$ cat config.mk
export PLATFORM = sky130hd
export DESIGN_NAME = code_entry_lock
export DESIGN_NICKNAME = d
export VERILOG_FILES = /design/src/rtl/comb_lock_pkg.sv /design/src/rtl/lock_focus_ring.sv /design/src/rtl/lock_digit.sv /design/src/rtl/lock_match_hold.sv /design/src/rtl/code_entry_lock.sv
export SDC_FILE = /design/constraint.sdc
export NUM_CORES = 1
export LEC_CHECK = 0
export ABC_AREA = 0
export CAP_MARGIN = 10
export CORE_MARGIN = 2
export CORE_UTILIZATION = 59
export CTS_CLUSTER_DIAMETER = 120
export CTS_CLUSTER_SIZE = 10
export DETAILED_ROUTE_END_ITERATION = 16
export DONT_BUFFER_PORTS = 1
export PLACE_DENSITY = 0.83
export SYNTH_ARGS = -nofsm -noshare
export SYNTH_HDL_FRONTEND = slang
export SYNTH_SLANG_ARGS = --single-unit
$ cat constraint.sdc
create_clock -name clk -period 4.7 [get_ports clk]
set_input_delay 0.94 -clock clk [delete_from_list [all_inputs] [get_ports clk]]
set_output_delay 0.94 -clock clk [all_outputs]
set_load 0.01 [all_outputs]
$ cat src/rtl/comb_lock_pkg.sv
package comb_lock_pkg;

  // Converts a duration in milliseconds into a clock-cycle count, never less than 1.
  function automatic int unsigned ms_to_cycles(longint unsigned hz, longint unsigned ms);
    longint unsigned t;
    t = (hz * ms) / 1000;
    if (t == 0) t = 1;
    return t[31:0];
  endfunction

endpackage

$ cat src/rtl/lock_focus_ring.sv
module lock_focus_ring #(
  parameter int unsigned N        = 4,
  parameter int unsigned IDLE_CYC = 16
) (
  input  logic         clk,
  input  logic         rst_n,
  input  logic         nxt,
  input  logic         prv,
  output logic [N-1:0] focus
);
  localparam int unsigned CW = $clog2(IDLE_CYC + 1);
  localparam logic [N-1:0] FIRST = {{(N-1){1'b0}}, 1'b1};

  logic [CW-1:0] idle_q;
  logic          nav;

  assign nav = nxt | prv;

  always_ff @(posedge clk or negedge rst_n) begin
    if (!rst_n) begin
      focus  <= '0;
      idle_q <= '0;
    end else if (nav) begin
      idle_q <= '0;
      if (focus == '0)      focus <= FIRST;
      else if (nxt && !prv) focus <= {focus[N-2:0], focus[N-1]};
      else if (prv && !nxt) focus <= {focus[0], focus[N-1:1]};
    end else if (focus != '0) begin
      if (idle_q == CW'(IDLE_CYC - 1)) begin
        focus  <= '0;
        idle_q <= '0;
      end else begin
        idle_q <= idle_q + CW'(1);
      end
    end
  end

  p_onehot_r10: assert property (@(posedge clk) disable iff (!rst_n) $onehot0(focus));
  p_wake_r2: assert property (@(posedge clk) disable iff (!rst_n)
    (focus == '0 && nav) |=> focus == FIRST);
  p_next_r3: assert property (@(posedge clk) disable iff (!rst_n)
    (focus != '0 && nxt && !prv) |=> focus == {$past(focus[N-2:0]), $past(focus[N-1])});
  p_idle_clear_r4: assert property (@(posedge clk) disable iff (!rst_n)
    (focus != '0 && !nav && idle_q == CW'(IDLE_CYC - 1)) |=> focus == '0);

endmodule

$ cat src/rtl/lock_digit.sv
module lock_digit #(
  parameter int unsigned W = 4
) (
  input  logic         clk,
  input  logic         rst_n,
  input  logic         en,
  input  logic         up,
  input  logic         dn,
  output logic [W-1:0] value
);
  always_ff @(posedge clk or negedge rst_n) begin
    if (!rst_n)               value <= '0;
    else if (en && up && !dn) value <= value + W'(1);
    else if (en && dn && !up) value <= value - W'(1);
  end

  p_idle_digit_r5: assert property (@(posedge clk) disable iff (!rst_n)
    !en |=> $stable(value));
  p_conflict_r7: assert property (@(posedge clk) disable iff (!rst_n)
    (up && dn) |=> $stable(value));
  p_raise_wrap_r6: assert property (@(posedge clk) disable iff (!rst_n)
    (en && up && !dn) |=> value == W'($past(value) + W'(1)));

endmodule

$ cat src/rtl/lock_match_hold.sv
module lock_match_hold #(
  parameter int unsigned NB       = 16,
  parameter logic [NB-1:0] SECRET = '0,
  parameter int unsigned HOLD_CYC = 8
) (
  input  logic          clk,
  input  logic          rst_n,
  input  logic [NB-1:0] code,
  output logic          unlock
);
  localparam int unsigned HW = $clog2(HOLD_CYC + 1);

  logic [HW-1:0] hold_q;
  logic          match;

  assign match = (code == SECRET);

  always_ff @(posedge clk or negedge rst_n) begin
    if (!rst_n) begin
      hold_q <= '0;
      unlock <= 1'b0;
    end else if (!match) begin
      hold_q <= '0;
      unlock <= 1'b0;
    end else if (hold_q == HW'(HOLD_CYC - 1)) begin
      unlock <= 1'b1;
    end else begin
      hold_q <= hold_q + HW'(1);
    end
  end

  p_drop_r9: assert property (@(posedge clk) disable iff (!rst_n)
    !match |=> !unlock);
  p_rise_full_hold_r8: assert property (@(posedge clk) disable iff (!rst_n)
    $rose(unlock) |-> ($past(match) && hold_q == HW'(HOLD_CYC - 1)));

endmodule

$ cat src/rtl/code_entry_lock.sv
module code_entry_lock #(
  parameter int unsigned NUM_DIGITS = 4,
  parameter int unsigned DIGIT_W    = 4,
  parameter longint unsigned CLK_HZ = 100_000_000,
  parameter int unsigned IDLE_MS    = 5000,
  parameter int unsigned HOLD_MS    = 1000,
  parameter logic [NUM_DIGITS*DIGIT_W-1:0] SECRET = 16'h3907
) (
  input  logic                          clk,
  input  logic                          rst_n,
  input  logic                          up_pulse,
  input  logic                          down_pulse,
  input  logic                          next_pulse,
  input  logic                          prev_pulse,
  output logic [NUM_DIGITS*DIGIT_W-1:0] digits_o,
  output logic [NUM_DIGITS-1:0]         focus_o,
  output logic                          unlock_o
);
  localparam int unsigned IDLE_CYC = comb_lock_pkg::ms_to_cycles(CLK_HZ, IDLE_MS);
  localparam int unsigned HOLD_CYC = comb_lock_pkg::ms_to_cycles(CLK_HZ, HOLD_MS);
  localparam int unsigned NB       = NUM_DIGITS * DIGIT_W;

  logic [NUM_DIGITS-1:0] focus;
  logic [NB-1:0]         code;

  lock_focus_ring #(.N(NUM_DIGITS), .IDLE_CYC(IDLE_CYC)) u_focus (
    .clk(clk), .rst_n(rst_n), .nxt(next_pulse), .prv(prev_pulse), .focus(focus)
  );

  for (genvar i = 0; i < NUM_DIGITS; i++) begin : g_digit
    lock_digit #(.W(DIGIT_W)) u_digit (
      .clk(clk), .rst_n(rst_n), .en(focus[i]), .up(up_pulse), .dn(down_pulse),
      .value(code[i*DIGIT_W +: DIGIT_W])
    );
  end

  lock_match_hold #(.NB(NB), .SECRET(SECRET), .HOLD_CYC(HOLD_CYC)) u_match (
    .clk(clk), .rst_n(rst_n), .code(code), .unlock(unlock_o)
  );

  assign digits_o = code;
  assign focus_o  = focus;

  p_reset_quiet_r1: assert property (@(posedge clk) $rose(rst_n) |-> (!unlock_o && focus_o == '0));

endmodule

==> results by group <==
Min path
  • Hold crit path type: input port to async pin

Synthesis
  • Sequential-to-total area share from yosys stat: 44.7%
  • Area of the mapped netlist: 4310 µm²
  • Combinational family with the most area after synthesis: simple AND/OR/NAND/NOR gates
  • Adder-cell share of the synthesized area: 5.34%
  • #FFs+latches synth: 77
  • Proportion of synthesized area in mux cells: 3.42%
  • Syn avg cell area: 9.78 µm²
  • Xor/xnor share of the synthesized area: 11.6%
  • Count of different cell masters after synthesis: 55
  • Synth warn: 0
  • Post-synth EDFFs: 0
  • Top cells by area, synth: dfrtp_1, xnor2_1, nor2_1
  • Top cell type's share of synthesized area: 44.7%
  • Top FF cell, synth: dfrtp_1
  • Cell taking the most area after synthesis: dfrtp_1
  • Post-synthesis simple-gate area fraction: 24.1%
  • Syn Nets: 463
  • Asr flop ratio synth: 100%
  • Synth Area in Compound Gates: 7.92%
  • Cells after Synth: 441

Detailed routing
  • Routed wire length: 8300 µm
  • Antenna Nets Post-Route: 0
  • Via density: 5.91
  • DR WL/cell: 15.4 µm
  • DRT Pass-1 Iters: 4
  • DR iter-0 viols: 153
  • DR vias: 3193
  • DRC Markers: 0

STA
  • Setup violators final: 0
  • Clock Skew: 0.00725 ns
  • Max Fclk: 412 MHz
  • Slew HR: 52.7%
  • Setup TNS: 0 ns
  • Period utilization: 51.6%
  • Worst slew pin tran: 0.709 ns
  • RSZ-0062 raised after global routing: false
  • Slew Viols, Final: 0
  • Tmin final: 2.43 ns
  • Final hold vios: 0

Clocking
  • Clock transition at path regs: 0.08 ns
  • Worst-Skew Late Latency: 0.35 ns
  • Hold-fix buffers, CTS: 0
  • CTS tree: yes
  • Root Buffer: clkbuf_8
  • Clock Sinks: 77
  • Max Buffers Root-to-Sink: 2
  • Post-CTS Resized: 0
  • Setup bufs post-CTS: 0
  • Total CTS buffers: 9
  • Htree depth: 3

Global routing
  • First-pass GRT wire length: 14400 µm
  • Congestion Overflow GR: 0
  • Largest net degree at the start of global routing: 78
  • GRT Util Overall: 23.2%
  • Vias in the first global route: 3145
  • Initial antenna violation count: 0

Power and ir drop
  • Worst vdd ir: 0.215 mV
  • Clock power frac: 24.5%
  • NetSw: 577 µW
  • Internal power: 1150 µW
  • Power density over the cells: 382 nW/µm²
  • Reg power frac: 54.4%
  • Leakage dissipation: 0.00178 µW
  • Design Power: 1720 µW
  • Comb pwr share: 21.1%
  • Sw Ratio: 33.5%

Critical path
  • CP max stage cell: or4_4
  • CP peak stage delay: 0.56 ns
  • Max FO, Critical Path: 21
  • CP required: 4.91 ns
  • Data arrival time of the worst path: 2.64 ns
  • Type of the worst setup path: flip-flop to flip-flop
  • Crit path cell chain: ha_1 -> nand4_2 -> or2_1 -> or4_4 -> a21oi_4 -> nor2_1
  • CP Capture Type: flip-flop
  • Startpoint Class: flip-flop

Outcome
  • Outcome: finished clean

Final layout
  • Most common cell after layout, fill and taps aside: dfrtp_1
  • Ant diodes: 0
  • Post-route cell area: 4510 µm²
  • NumNets Final: 461
  • Commonest cells after routing, fill and taps aside: dfrtp_1, nor2_1, nand2_1, xnor2_1, xor2_1
  • Final core area utilization: 62.9%
  • Area Growth Syn to Fin: 4.64%
  • Share of cells above drive strength 1: 6.35%

Floorplanning
  • FP Rows: 31
  • Chip width: 89.5 µm
  • Starting Density: 60.1%
  • Die Y: 89.5 µm
  • I/O pin cnt: 27
  • Die ar.: 8010 µm²
  • Total core area: 7180 µm²

Placed design
  • Placed cell areas: 4360 µm²
  • Port-buffer cells: 0
  • Routability congestion estimate: 0.855
  • Post-DP HPWL: 5770 µm

Run
  • Maxcap violations: 0
[registers in the layout, summed over array words and instances, names as in the netlist]
name                   cells
u_focus.focus              4
u_match.unlock             1
u_focus.idle_q            29
g_digit.u_digit.value     16
u_match.hold_q            27
[final timing paths]
path	from	to	slack, ns	depth (start not counted)
min in group clk	u_focus.idle_q[21]$_DFFE_PN0P_	u_focus.idle_q[21]$_DFFE_PN0P_	0.55	1
max in group asynchronous	rst_n	u_focus.idle_q[10]$_DFFE_PN0P_	4.31	0
worst max register to register	u_focus.idle_q[0]$_DFFE_PN0P_	u_focus.idle_q[26]$_DFFE_PN0P_	2.27	6
worst min register to register	u_focus.idle_q[21]$_DFFE_PN0P_	u_focus.idle_q[21]$_DFFE_PN0P_	0.55	1
worst min-delay path	rst_n	g_digit[2].u_digit.value[1]$_DFFE_PN0P_	0.27	0
worst max-delay path	u_focus.idle_q[0]$_DFFE_PN0P_	u_focus.idle_q[26]$_DFFE_PN0P_	2.27	6
[synth_stat cells, types with 2 or more instances]
cell type / instances
a21o_1: 4
a21oi_1: 9
a31oi_1: 2
and2_1: 3
and3_1: 8
and4_1: 7
buf_2: 2
buf_4: 4
buf_6: 2
clkbuf_1: 5
dfrtp_1: 77
fa_1: 4
ha_1: 12
inv_1: 11
mux2_2: 6
mux2i_1: 8
nand2_1: 44
nand2b_1: 4
nand3_1: 16
nand4_1: 23
nor2_1: 66
nor2b_1: 2
nor3_1: 10
nor4_1: 5
nor4b_1: 4
o211ai_1: 2
o21ai_0: 10
o21ba_2: 2
o22a_1: 2
o2bb2ai_1: 2
o31ai_1: 3
or2_1: 2
or3_1: 2
or4_1: 2
xnor2_1: 30
xor2_1: 27
[routing by layer]
metal	vias to the layer above	routed length (µm)	GRT usage [%]
met3	12	342	5.26
li1	1537	-	-
met4	0	106	9.91
met1	1582	3760	29.4
met2	62	4090	38.2
met5	-	0	0
[power groups by stage]
stage	Combinational [µW]	Sequential, µW	Clock (µW)
after CTS	365	938	429
after detailed placement	364	950	0
final	363	937	422
after global routing	421	956	458
after floorplan	357	884	0
after global placement	340	943	0
[final cells by class]
cell class                 count  area, µm²
fill                         572       2660
multi-input combinational    339       2260
sequential                    77       1930
clock buffer                  11        141
tap                           99        124
inverter                      11       41.3
clock inverter                 2       12.5
timing repair buffer           1       7.51
[cells by family (layout without fill, tap and decap cells)]
group / after synthesis / in the layout
adders and majority gates: 16 / 16
xor gates and xnor gates: 57 / 57
AOI/OAI and AO/OA: 47 / 47
DFF: 77 / 77
buffers and inverters: 25 / 25
muxes: 14 / 14
and+or+nand+nor: 205 / 205
[critical path, delay by kind of cell, from the launching register on]
kind                     cells  cell delay [ns]
AND/OR/NAND/NOR              4             1.17
AO/OA/AOI/OAI                1             0.50
flip-flops                   1             0.38
adder cells (fa/ha/maj)      1             0.22
[stage by stage]
stage               worst slack (ns)  hold WS [ns]  std cells
global route                    2.14         0.254        540
CTS                             2.26         0.262        540
global placement                2.17         0.518        527
detailed placement              2.09         0.532        527
finish                          2.27         0.274        540
floorplan                       2.30         0.488        441
Note: power is estimated with default switching activity, not from simulation.
